===== config.mk =====
export PLATFORM = sky130hd
export DESIGN_NAME = rename_stall_ctl
export DESIGN_NICKNAME = d
export VERILOG_FILES = /design/src/rtl/rsc_pkg.sv /design/src/rtl/rsc_skid.sv /design/src/rtl/rsc_ctl.sv /design/src/rtl/rename_stall_ctl.sv
export SDC_FILE = /design/constraint.sdc
export NUM_CORES = 1
export LEC_CHECK = 0
export BUFFER_PORTS_ARGS = -buffer_cell sky130_fd_sc_hd__buf_2
export CORE_MARGIN = 2
export CORE_UTILIZATION = 49
export CTS_CLUSTER_SIZE = 30
export DETAILED_ROUTE_END_ITERATION = 8
export GPL_TIMING_DRIVEN = 0
export PLACE_DENSITY_LB_ADDON = 0.08
export SLEW_MARGIN = 20
export SYNTH_ARGS = -nofsm -noshare
export SYNTH_HDL_FRONTEND = slang
export SYNTH_SLANG_ARGS = --single-unit

===== constraint.sdc =====
create_clock -name clk -period 3.3 [get_ports clk]
set_input_delay 0.165 -clock clk [delete_from_list [all_inputs] [get_ports clk]]
set_output_delay 0.165 -clock clk [all_outputs]
set_load 0.02 [all_outputs]

===== src/rtl/rsc_pkg.sv =====
package rsc_pkg;
  typedef enum logic [2:0] {
    ST_IDLE   = 3'd0,
    ST_RUN    = 3'd1,
    ST_BLOCK  = 3'd2,
    ST_UNBLK  = 3'd3,
    ST_SQUASH = 3'd4,
    ST_SERIAL = 3'd5
  } rscState_e;

  typedef struct packed {
    logic push;
    logic pop;
    logic squash;
  } skidCmd_t;
endpackage


===== src/rtl/rsc_skid.sv =====
module rsc_skid
  import rsc_pkg::*;
#(
  parameter int SEQ_W = 8,
  parameter int DEPTH = 4,
  localparam int PTR_W = (DEPTH > 1) ? $clog2(DEPTH) : 1,
  localparam int CW = $clog2(DEPTH + 1)
) (
  input  logic             clk,
  input  logic             rstN,
  input  skidCmd_t         cmd,
  input  logic [SEQ_W-1:0] pushSeq,
  input  logic             pushSerial,
  input  logic [SEQ_W-1:0] squashSeq,
  output logic [CW-1:0]    count,
  output logic [SEQ_W-1:0] headSeq,
  output logic             headSerial,
  output logic             headKill,
  output logic             overflowErr
);
  logic [SEQ_W-1:0] seqMem [DEPTH];
  logic [DEPTH-1:0] serMem;
  logic [DEPTH-1:0] killMem;
  logic [PTR_W-1:0] rdPtr, wrPtr;
  logic full, doPush, doPop;

  assign full   = (count == CW'(DEPTH));
  assign doPop  = cmd.pop && (count != '0);
  assign doPush = cmd.push && (!full || doPop);

  assign headSeq    = seqMem[rdPtr];
  assign headSerial = serMem[rdPtr];
  assign headKill   = killMem[rdPtr];

  function automatic logic [PTR_W-1:0] bump(input logic [PTR_W-1:0] p);
    return (p == PTR_W'(DEPTH - 1)) ? '0 : p + 1'b1;
  endfunction

  always_ff @(posedge clk) begin
    if (!rstN) begin
      rdPtr       <= '0;
      wrPtr       <= '0;
      count       <= '0;
      killMem     <= '0;
      serMem      <= '0;
      overflowErr <= 1'b0;
      for (int i = 0; i < DEPTH; i++) seqMem[i] <= '0;
    end else begin
      if (cmd.squash) begin
        for (int i = 0; i < DEPTH; i++)
          if (seqMem[i] > squashSeq) killMem[i] <= 1'b1;
      end
      if (doPush) begin
        seqMem[wrPtr]  <= pushSeq;
        serMem[wrPtr]  <= pushSerial;
        killMem[wrPtr] <= 1'b0;
        wrPtr          <= bump(wrPtr);
      end
      if (doPop) rdPtr <= bump(rdPtr);
      if (doPush && !doPop)      count <= count + 1'b1;
      else if (doPop && !doPush) count <= count - 1'b1;
      if (cmd.push && full && !doPop) overflowErr <= 1'b1;
    end
  end


  skid_bound_chk: assert property (@(posedge clk) disable iff (!rstN)
    count <= CW'(DEPTH));

  overflow_sticky_chk: assert property (@(posedge clk) disable iff (!rstN)
    overflowErr |=> overflowErr);
endmodule


===== src/rtl/rsc_ctl.sv =====
module rsc_ctl
  import rsc_pkg::*;
#(
  parameter int SEQ_W = 8,
  parameter int DEPTH = 4,
  parameter int CNT_W = 16,
  localparam int CW = $clog2(DEPTH + 1)
) (
  input  logic             clk,
  input  logic             rstN,
  input  logic             inValid,
  input  logic [SEQ_W-1:0] inSeq,
  input  logic             inSerial,
  input  logic             stallReq,
  input  logic             squashValid,
  input  logic [SEQ_W-1:0] squashSeq,
  input  logic             robEmpty,
  input  logic [CW-1:0]    skidCount,
  input  logic [SEQ_W-1:0] headSeq,
  input  logic             headSerial,
  input  logic             headKill,
  output skidCmd_t         cmd,
  output logic             outValid,
  output logic [SEQ_W-1:0] outSeq,
  output logic             blockOut,
  output logic             unblockOut,
  output rscState_e        state,
  output logic [CNT_W-1:0] blockCycles,
  output logic [CNT_W-1:0] squashCycles,
  output logic [CNT_W-1:0] serialCycles
);
  rscState_e nxt;
  logic resSer, resSerNxt, resUnb, resUnbNxt;
  logic holdV, holdVNxt;
  logic [SEQ_W-1:0] holdS, holdSNxt;

  always_comb begin
    nxt        = state;
    cmd        = '0;
    outValid   = 1'b0;
    outSeq     = inSeq;
    blockOut   = 1'b0;
    unblockOut = 1'b0;
    resSerNxt  = resSer;
    resUnbNxt  = resUnb;
    holdVNxt   = holdV;
    holdSNxt   = holdS;
    if (squashValid) begin
      cmd.squash = 1'b1;
      nxt        = ST_SQUASH;
      resUnbNxt  = (skidCount != '0);
      if (state == ST_BLOCK || state == ST_UNBLK) begin
        unblockOut = 1'b1;
        resSerNxt  = 1'b0;
        holdVNxt   = 1'b0;
      end else if (state == ST_SERIAL) begin
        if (holdV && holdS <= squashSeq) begin
          resSerNxt = 1'b1;
        end else begin
          unblockOut = 1'b1;
          resSerNxt  = 1'b0;
          holdVNxt   = 1'b0;
        end
      end
    end else begin
      unique case (state)
        ST_IDLE, ST_RUN: begin
          if (stallReq) begin
            cmd.push = inValid;
            blockOut = 1'b1;
            nxt      = ST_BLOCK;
          end else if (inValid) begin
            if (inSerial) begin
              holdVNxt = 1'b1;
              holdSNxt = inSeq;
              blockOut = 1'b1;
              nxt      = ST_SERIAL;
            end else begin
              outValid = 1'b1;
              nxt      = ST_RUN;
            end
          end
        end
        ST_BLOCK: begin
          cmd.push = inValid;
          if (!stallReq) nxt = ST_UNBLK;
        end
        ST_UNBLK: begin
          cmd.push = inValid;
          if (resUnb) begin
            blockOut  = 1'b1;
            resUnbNxt = 1'b0;
          end
          if (stallReq) begin
            nxt = ST_BLOCK;
          end else if (skidCount != '0) begin
            cmd.pop = 1'b1;
            if (!headKill) begin
              if (headSerial) begin
                holdVNxt = 1'b1;
                holdSNxt = headSeq;
                nxt      = ST_SERIAL;
              end else begin
                outValid = 1'b1;
                outSeq   = headSeq;
              end
            end
          end else if (!inValid && !resUnb) begin
            unblockOut = 1'b1;
            nxt        = ST_RUN;
          end
        end
        ST_SQUASH: begin
          if (resSer)      nxt = ST_SERIAL;
          else if (resUnb) nxt = ST_UNBLK;
          else             nxt = ST_RUN;
        end
        ST_SERIAL: begin
          cmd.push = inValid;
          if (resSer) begin
            blockOut  = 1'b1;
            resSerNxt = 1'b0;
          end
          if (robEmpty) begin
            outValid = holdV;
            outSeq   = holdS;
            holdVNxt = 1'b0;
            nxt      = ST_UNBLK;
          end
        end
        default: nxt = ST_IDLE;
      endcase
    end
  end

  always_ff @(posedge clk) begin
    if (!rstN) begin
      state        <= ST_IDLE;
      resSer       <= 1'b0;
      resUnb       <= 1'b0;
      holdV        <= 1'b0;
      holdS        <= '0;
      blockCycles  <= '0;
      squashCycles <= '0;
      serialCycles <= '0;
    end else begin
      state  <= nxt;
      resSer <= resSerNxt;
      resUnb <= resUnbNxt;
      holdV  <= holdVNxt;
      holdS  <= holdSNxt;
      if (state == ST_BLOCK)  blockCycles  <= blockCycles + 1'b1;
      if (state == ST_SQUASH) squashCycles <= squashCycles + 1'b1;
      if (state == ST_SERIAL) serialCycles <= serialCycles + 1'b1;
    end
  end


  serial_no_block_chk: assert property (@(posedge clk) disable iff (!rstN)
    (state == ST_SERIAL) |=> (state != ST_BLOCK));

  squash_enter_chk: assert property (@(posedge clk) disable iff (!rstN)
    squashValid |=> (state == ST_SQUASH));

  strobe_excl_chk: assert property (@(posedge clk) disable iff (!rstN)
    !(blockOut && unblockOut));

  squash_exit_chk: assert property (@(posedge clk) disable iff (!rstN)
    (state == ST_SQUASH && !squashValid) |=>
      (state == ST_SERIAL || state == ST_UNBLK || state == ST_RUN));

  squash_release_chk: assert property (@(posedge clk) disable iff (!rstN)
    (squashValid && state == ST_BLOCK) |-> unblockOut);
endmodule


===== src/rtl/rename_stall_ctl.sv =====
module rename_stall_ctl
  import rsc_pkg::*;
#(
  parameter int SEQ_W = 8,
  parameter int DEPTH = 4,
  parameter int CNT_W = 16,
  localparam int CW = $clog2(DEPTH + 1)
) (
  input  logic             clk,
  input  logic             rstN,
  input  logic             inValid,
  input  logic [SEQ_W-1:0] inSeq,
  input  logic             inSerial,
  input  logic             stallReq,
  input  logic             squashValid,
  input  logic [SEQ_W-1:0] squashSeq,
  input  logic             robEmpty,
  output logic             outValid,
  output logic [SEQ_W-1:0] outSeq,
  output logic             blockOut,
  output logic             unblockOut,
  output logic [2:0]       stateOut,
  output logic [CW-1:0]    skidCount,
  output logic             overflowErr,
  output logic [CNT_W-1:0] blockCycles,
  output logic [CNT_W-1:0] squashCycles,
  output logic [CNT_W-1:0] serialCycles
);
  skidCmd_t         cmd;
  rscState_e        state;
  logic [SEQ_W-1:0] headSeq;
  logic             headSerial, headKill;

  assign stateOut = state;

  rsc_skid #(.SEQ_W(SEQ_W), .DEPTH(DEPTH)) u_skid (
    .clk(clk), .rstN(rstN), .cmd(cmd), .pushSeq(inSeq), .pushSerial(inSerial),
    .squashSeq(squashSeq), .count(skidCount), .headSeq(headSeq),
    .headSerial(headSerial), .headKill(headKill), .overflowErr(overflowErr)
  );

  rsc_ctl #(.SEQ_W(SEQ_W), .DEPTH(DEPTH), .CNT_W(CNT_W)) u_ctl (
    .clk(clk), .rstN(rstN), .inValid(inValid), .inSeq(inSeq), .inSerial(inSerial),
    .stallReq(stallReq), .squashValid(squashValid), .squashSeq(squashSeq),
    .robEmpty(robEmpty), .skidCount(skidCount), .headSeq(headSeq),
    .headSerial(headSerial), .headKill(headKill), .cmd(cmd),
    .outValid(outValid), .outSeq(outSeq), .blockOut(blockOut),
    .unblockOut(unblockOut), .state(state), .blockCycles(blockCycles),
    .squashCycles(squashCycles), .serialCycles(serialCycles)
  );
endmodule


Yosys cells after proc, flatten, opt, wreduce, memory -nomap -nowiden

Memories as Yosys holds them, arrays and structs flattened. A register that Yosys moved wholly into a read port is not among the register bits.
Index checks and enable logic that the tools add are counted.
Widths: inputs -> output; s select.

$add $sub $neg: 7
Multipliers: 0
Div/mod/pow operators: 0
Order comparisons: 8
Equal/unequal tests: 36
Shift-type cells: 0
Muxes and demuxes: 108
Bitwise logic cells: 4
Reductions and logical operators: 33

Operators with widths:

| cell                  | number |
|---|---|
| $mux 8                | 14 |
| $mux 1                | 59 |
| $add 16x1->16 const B | 3 |
| $mux 3                | 14 |
| $gt 8x8->1            | 4 |
| $pmux 8 s2            | 2 |
| $ne 3x3->1 const B    | 9 |
| $ne 2x2->1 const B    | 8 |
| $pmux 3 s5            | 1 |
| $mux 2                | 7 |
| $mux 4                | 3 |
| $ne 4x4->1 const B    | 3 |
| $reduce_and 6->1      | 2 |
| $reduce_and 11->1     | 1 |
| $ne 5x5->1 const B    | 2 |
| $reduce_bool 2->1     | 5 |
| $eq 3x3->1 const B    | 3 |
| $logic_and 1x1->1     | 9 |
| $pmux 1 s3            | 3 |
| $reduce_and 9->1      | 1 |
| $le 8x8->1            | 1 |
| $reduce_or 8->1       | 1 |
| $eq 3x2->1 const B    | 2 |
| $lt 2x3->1 const B    | 2 |
| 26 further kinds      | 37 |

Register bits after elaboration: 78
Bits in latches: 0
Bits in writable memories: 32
Bits in read-only memories: 0
Input bits: 23
Output and inout port bits: 66
Logic and storage cells: 212
Memories kept: 1

Memory list:

| name          | depth | width | rd ports | clocked after memory_dff | wr ports | RTL line       | source |
|---|---|---|---|---|---|---|---|
| u_skid.seqMem | 4     | 8     | 5        | 1                        | 4        | rsc_skid.sv:21 | `logic [SEQ_W-1:0] seqMem [DEPTH];` |

Depth between registers and ports, before layout

Depth after elaboration: 13
Gate-level depth with buffers: 13
Mapped depth without buffers: 10

By module

A second synthesis with hierarchy kept.

Cells, all modules: 671
Area total of the unflattened synthesis: 6,568.8 sq um

By module, submodules not included:

| module   | times used | cells an instance | area an instance (sq um) | seq. area each (sq um) |
|---|---|---|---|---|
| rsc_ctl  | 1          | 413               | 3,578.4                  | 1,241.2 |
| rsc_skid | 1          | 258               | 2,990.4                  | 1,321.3 |

Worst setup path before layout

OpenSTA, ideal clock, no wires.

Path type: flip-flop to flip-flop
Start point: register u_ctl.state[1]
End point: register u_skid.count[2]
Library setup time: 71 ps
Arrival time: 2,880 ps
Data required time: 3,229 ps
Path slack: 350 ps
Cell stages (with the launch flop): 14
Buffers on the path: 3
Period minus slack after synthesis: 2,950 ps
Path through: dfxtp_1 -> buf_2 -> nand3b_4 -> or4_1 -> buf_2 -> nand3_2 -> and2_4 -> buf_6 -> ha_1 -> inv_1 -> fa_1 -> xor2_1 -> or3_1 -> a21oi_1

Longest elaborated chain between the ends: 9
Elaborated cells between the ends (all ways): 19
Classes of those cells: 4 x eq/ne; 4 x mux; 11 x reduce/logical

Ends and longest elaborated chain:

| what                                               | RTL line       | source |
|---|---|---|
| from (decl)                                        | rsc_ctl.sv:27  | `output rscState_e state,` |
| from (signal assigned)                             | rsc_ctl.sv:147 | `state <= nxt;` |
| branches (longest 2 deep; another with $eq 3x3->1) | -              |  |
| $mux 2 *                                           | rsc_ctl.sv:48  | `if (squashValid) begin` |
| $logic_and 1x1->1                                  | rsc_skid.sv:28 | `assign doPop = cmd.pop && (count != '0);` |
| $logic_or 1x1->1                                   | rsc_skid.sv:29 | `assign doPush = cmd.push && (!full \|\| doPop);` |
| $logic_and 1x1->1 *                                | rsc_skid.sv:29 |  |
| named net u_skid.doPush                            | rsc_skid.sv:25 | `logic full, doPush, doPop;` |
| $logic_not 1->1                                    | rsc_skid.sv:61 | `else if (doPop && !doPush) count <= count - 1'b1;` |
| $logic_and 1x1->1                                  | rsc_skid.sv:61 |  |
| $reduce_bool 2->1 (no line)                        | -              |  |
| to (signal assigned)                               | rsc_skid.sv:60 | `if (doPush && !doPop) count <= count + 1'b1;` |
| to (signal assigned)                               | rsc_skid.sv:61 |  |
| to (decl)                                          | rsc_skid.sv:15 | `output logic [CW-1:0] count,` |

Mark *: on every way through the listed nets, which the timed path passes.
A chain may end at the register's enable or synchronous reset.

Worst setup path after layout

Start point: register u_skid.count[0]
End point: register u_skid.count[2]

Longest elaborated chain between the ends: 11
Elaborated cells between the ends (all ways): 19
Classes of those cells: 2 x add/sub; 1 x eq/ne; 6 x mux; 10 x reduce/logical

Ends and longest elaborated chain:

| what                        | RTL line                      | source |
|---|---|---|
| $reduce_bool 3->1           | rsc_skid.sv:28, rsc_ctl.sv:96 |  |
| $mux 1                      | rsc_ctl.sv:96                 | `end else if (skidCount != '0) begin` |
| $mux 1                      | rsc_ctl.sv:94                 | `if (stallReq) begin` |
| $mux 1                      | rsc_ctl.sv:66                 | `unique case (state)` |
| $mux 2                      | rsc_ctl.sv:48                 |  |
| $logic_and 1x1->1           | rsc_skid.sv:28                |  |
| $logic_or 1x1->1 *          | rsc_skid.sv:29                |  |
| $logic_and 1x1->1 *         | rsc_skid.sv:29                |  |
| named net u_skid.doPush     | rsc_skid.sv:25                |  |
| $logic_not 1->1             | rsc_skid.sv:61                |  |
| $logic_and 1x1->1           | rsc_skid.sv:61                |  |
| $reduce_bool 2->1 (no line) | -                             |  |

The timed path passes the listed nets; every way through them passes the cells marked *. The select of a mux whose other input is x is not followed.

==> results.yml <==
run_status:
  status: "finished, final reports clean"
clocking:
  clock_sinks: 112
  holdBufCountCts: 0
  cts_made_buffers: 9
  cts_tree: "yes"
  clkLatencyLatePin_ps: 360
  cts_root_buffer: "clkbuf_16"
  cts.clk_slew.worst_paths_ps: 80
  clockBufferDepth: 2
  htreeDepth: 3
hold_path:
  hp-class: "in2reg"
  whs_path_depth: 2
  hp-start: "inSeq[0]"
  holdPathEnd: "u_skid.seqMem[1][0]"
logic_synthesis:
  yosys-top-cells-area: "dfxtp_1 (25%), edfxtp_1 (15%), ha_1 (9.7%)"
  synth_top_area_share_pct: 25.3
  ys_warn_count: 0
  synth_seq_area_share_pct: 40.5
  synth_area_sq_um: 6330
  syn_nets: 754
  synth-seq-cells: 112
  ys_types: 56
  syn_area_per_cell_sq_um: 9.29
  post-synth-top-count-cell: "dfxtp_1"
  synth_edf_count: 32
  synth_common_cells: "dfxtp_1 (80), nor2_1 (70), nand2_1 (65), ha_1 (49), a21oi_1 (40)"
  syn_inst: 681
  synth_largest_area_cell: "dfxtp_1"
  async_flop_share_pct: 0
  synth_ff_type: "dfxtp_1"
global_route:
  grt_pass1_vias: 5030
  grt.total_usage_pct: 23.4
  grt_max_degree: 18
  antenna_found_initial: 0
  grt_pass1_wl_um: 26000
  grt.overflow.total: 0
timing:
  fin_crit_ps: 3030
  holdWs_ps: 182
  fmax_mhz: 330
  finalCritPeriodShare_pct: 91.8
  rsz0062_at_grt: "no"
  finalHoldViolCount: 0
  worst_pin_slew_ps: 790
  finalMaxSlewViolations: 0
  finalSetupViolations: 0
  clock_skew_ps: 8.53
  tns_ps: 0
  max_slew_margin_pct: 47.2
worst_setup_path:
  path_class: "reg2reg"
  crit_arrival_ps: 3310
  r2r_start: "u_skid.count[0]"
  start_kind: "flip-flop"
  crit_chain: "nor3_2 -> or4_1 -> buf_2 -> nand3_2 -> and2_4 -> buf_6 -> ha_1 -> inv_1 -> fa_1 -> xor2_1 -> or3_1 -> a21oi_1"
  reg2reg_depth: 12
  crit_fanout: 10
  cpPeakStageDelay_ps: 470
  r2r_end: "u_skid.count[2]"
  reg2reg_slack_ps: 270
  worst_path_max_delay_cell: "dfxtp_1"
  critPathRequiredTime_ps: 3580
  crit_path_end_kind: "flip-flop"
floorplanning:
  coreArea_sq_um: 12600
  die-area_sq_um: 13800
  die_x_um: 118
  initial_core_util_pct: 50.1
  row_count: 41
  ios: 89
  die_height_um: 118
finish:
  final-seq-area_sq_um: 2560
  nets: 853
  drive_above_1_share_pct: 16.9
  multi_input_area_sq_um: 3550
  antenna_cells: 0
  area_growth_syn_to_layout_pct: 15.2
  fillCellCount: 1171
  layout.cells.non_filler: 957
power:
  peakVddDrop_v: 0.000203
  power_mw: 2.93
  p_per_area_nw_per_um2: 401
  p_leak_nw: 3.11
drt:
  routed-wl-met2_um: 7660
  wl_met1_um: 7370
  drt_wl_total_um: 16300
  avgRoutedWirePerCell_um: 17.0
  vias_per_cell: 5.53
  top_layer_used: "met4"
  drtPass1Iterations: 5
  dr_total_vias: 5293
  route.detailed.drc: 0
  wl_met3_um: 836
  postRouteAntennaNets: 0
  drt_iter0_markers: 375
placed_design:
  io_buffers: 87
  gp_congestion: 0.923
  hpwl_um: 12700
  dp.cells: 940
flow_run:
  cap_violations: 0
## metal layers
layer | up-vias | track usage, %
met2 | 144 | 38.9
met3 | 25 | 4.31
met4 | 0 | 9.49
met1 | 2496 | 30.2
li1 | 2628 | -
met5 | - | 0
## state kept, by name, summed over array words and instances, names as in the netlist, named ones only
register            flops
u_skid.seqMem          32
u_ctl.blockCycles      16
u_ctl.serialCycles     16
u_ctl.squashCycles     16
u_ctl.holdS             8
u_skid.killMem          4
u_skid.serMem           4
u_ctl.state             3
u_skid.count            3
u_skid.rdPtr            2
u_skid.wrPtr            2
u_ctl.holdV             1
u_ctl.resSer            1
u_ctl.resUnb            1
u_skid.overflowErr      1
## critical path, delay by kind of cell, from the launching register on
| family | cells | cell delay, ps |
|---|---|---|
| AO/OA/AOI/OAI | 1 | 140 |
| XOR/XNOR | 1 | 160 |
| adder cells (fa/ha/maj) | 2 | 550 |
| buffers and inverters | 3 | 380 |
| flip-flops | 1 | 470 |
| AND/OR/NAND/NOR | 5 | 1240 |
## through the flow
stage,setup WS [ps],area (sq um),utilization (%)
after global routing,70.5,7290,57.8
final,271,7290,57.8
after global placement,235,6980,55.3
after detailed placement,223,6980,55.3
after CTS,185,7280,57.7
after floorplan,350,6330,-
## worst max path at each step
stage                                from              end  slack [ps]  cells after the start
after floorplan            u_ctl.state[1]  u_skid.count[2]         350                     13
after global placement     u_ctl.state[2]  u_skid.count[2]         230                     13
after detailed placement   u_ctl.state[2]  u_skid.count[2]         220                     13
after CTS                  u_ctl.state[2]  u_skid.count[2]         190                     13
after global routing      u_skid.count[0]  u_skid.count[2]          70                     12
final                     u_skid.count[0]  u_skid.count[2]         270                     12
## cell usage in the layout (no fill, tap or decap), types with 18 or more instances in the layout
cell type | Yosys | routed
nand4_1 | 18 | 18
xor2_1 | 24 | 24
nor2_1 | 70 | 70
xnor2_1 | 18 | 18
buf_2 | 8 | 94
edfxtp_1 | 32 | 32
a21oi_1 | 40 | 40
nand2_1 | 65 | 65
nand3_1 | 31 | 31
and3_1 | 18 | 18
inv_1 | 26 | 26
o21ai_0 | 18 | 18
dfxtp_1 | 80 | 80
ha_1 | 49 | 49
and2_1 | 38 | 38
## logic make-up (layout without fill, tap and decap cells)
logic type / Yosys count / count (layout) / share of synthesized area (%)
DFF: 112 / 112 / 40.5
and+or+nand+nor: 296 / 296 / 24.7
AOI/OAI and AO/OA: 114 / 114 / 11.7
muxes: 15 / 15 / 3.96
buffers and inverters: 52 / 156 / 3.36
adders and majority gates: 50 / 50 / 10.0
xor gates and xnor gates: 42 / 42 / 5.81
## cell type report
type | instances | share of cell area, %
timing repair buffer | 88 | 6.08
inverter | 26 | 1.34
multi-input combinational | 517 | 48.7
clock inverter | 3 | 0.326
buffer | 26 | 1.61
clock buffer | 13 | 3.84
tap | 172 | 2.95
sequential | 112 | 35.1
## power by group
part / leakage [nW] / internal (mW) / switching [mW] / total (mW)
registers: 0.978 / 1.45 / 0.0342 / 1.48
logic: 1.99 / 0.127 / 0.216 / 0.343
clock network: 0.144 / 0.597 / 0.504 / 1.10
total: 3.11 / 2.17 / 0.754 / 2.93
## timing repair
item,in CTS,in global routing
resized for setup,0,1
setup buffers,0,1
endpoints found under the setup margin,0,1
(Power assumes the default switching activity.)
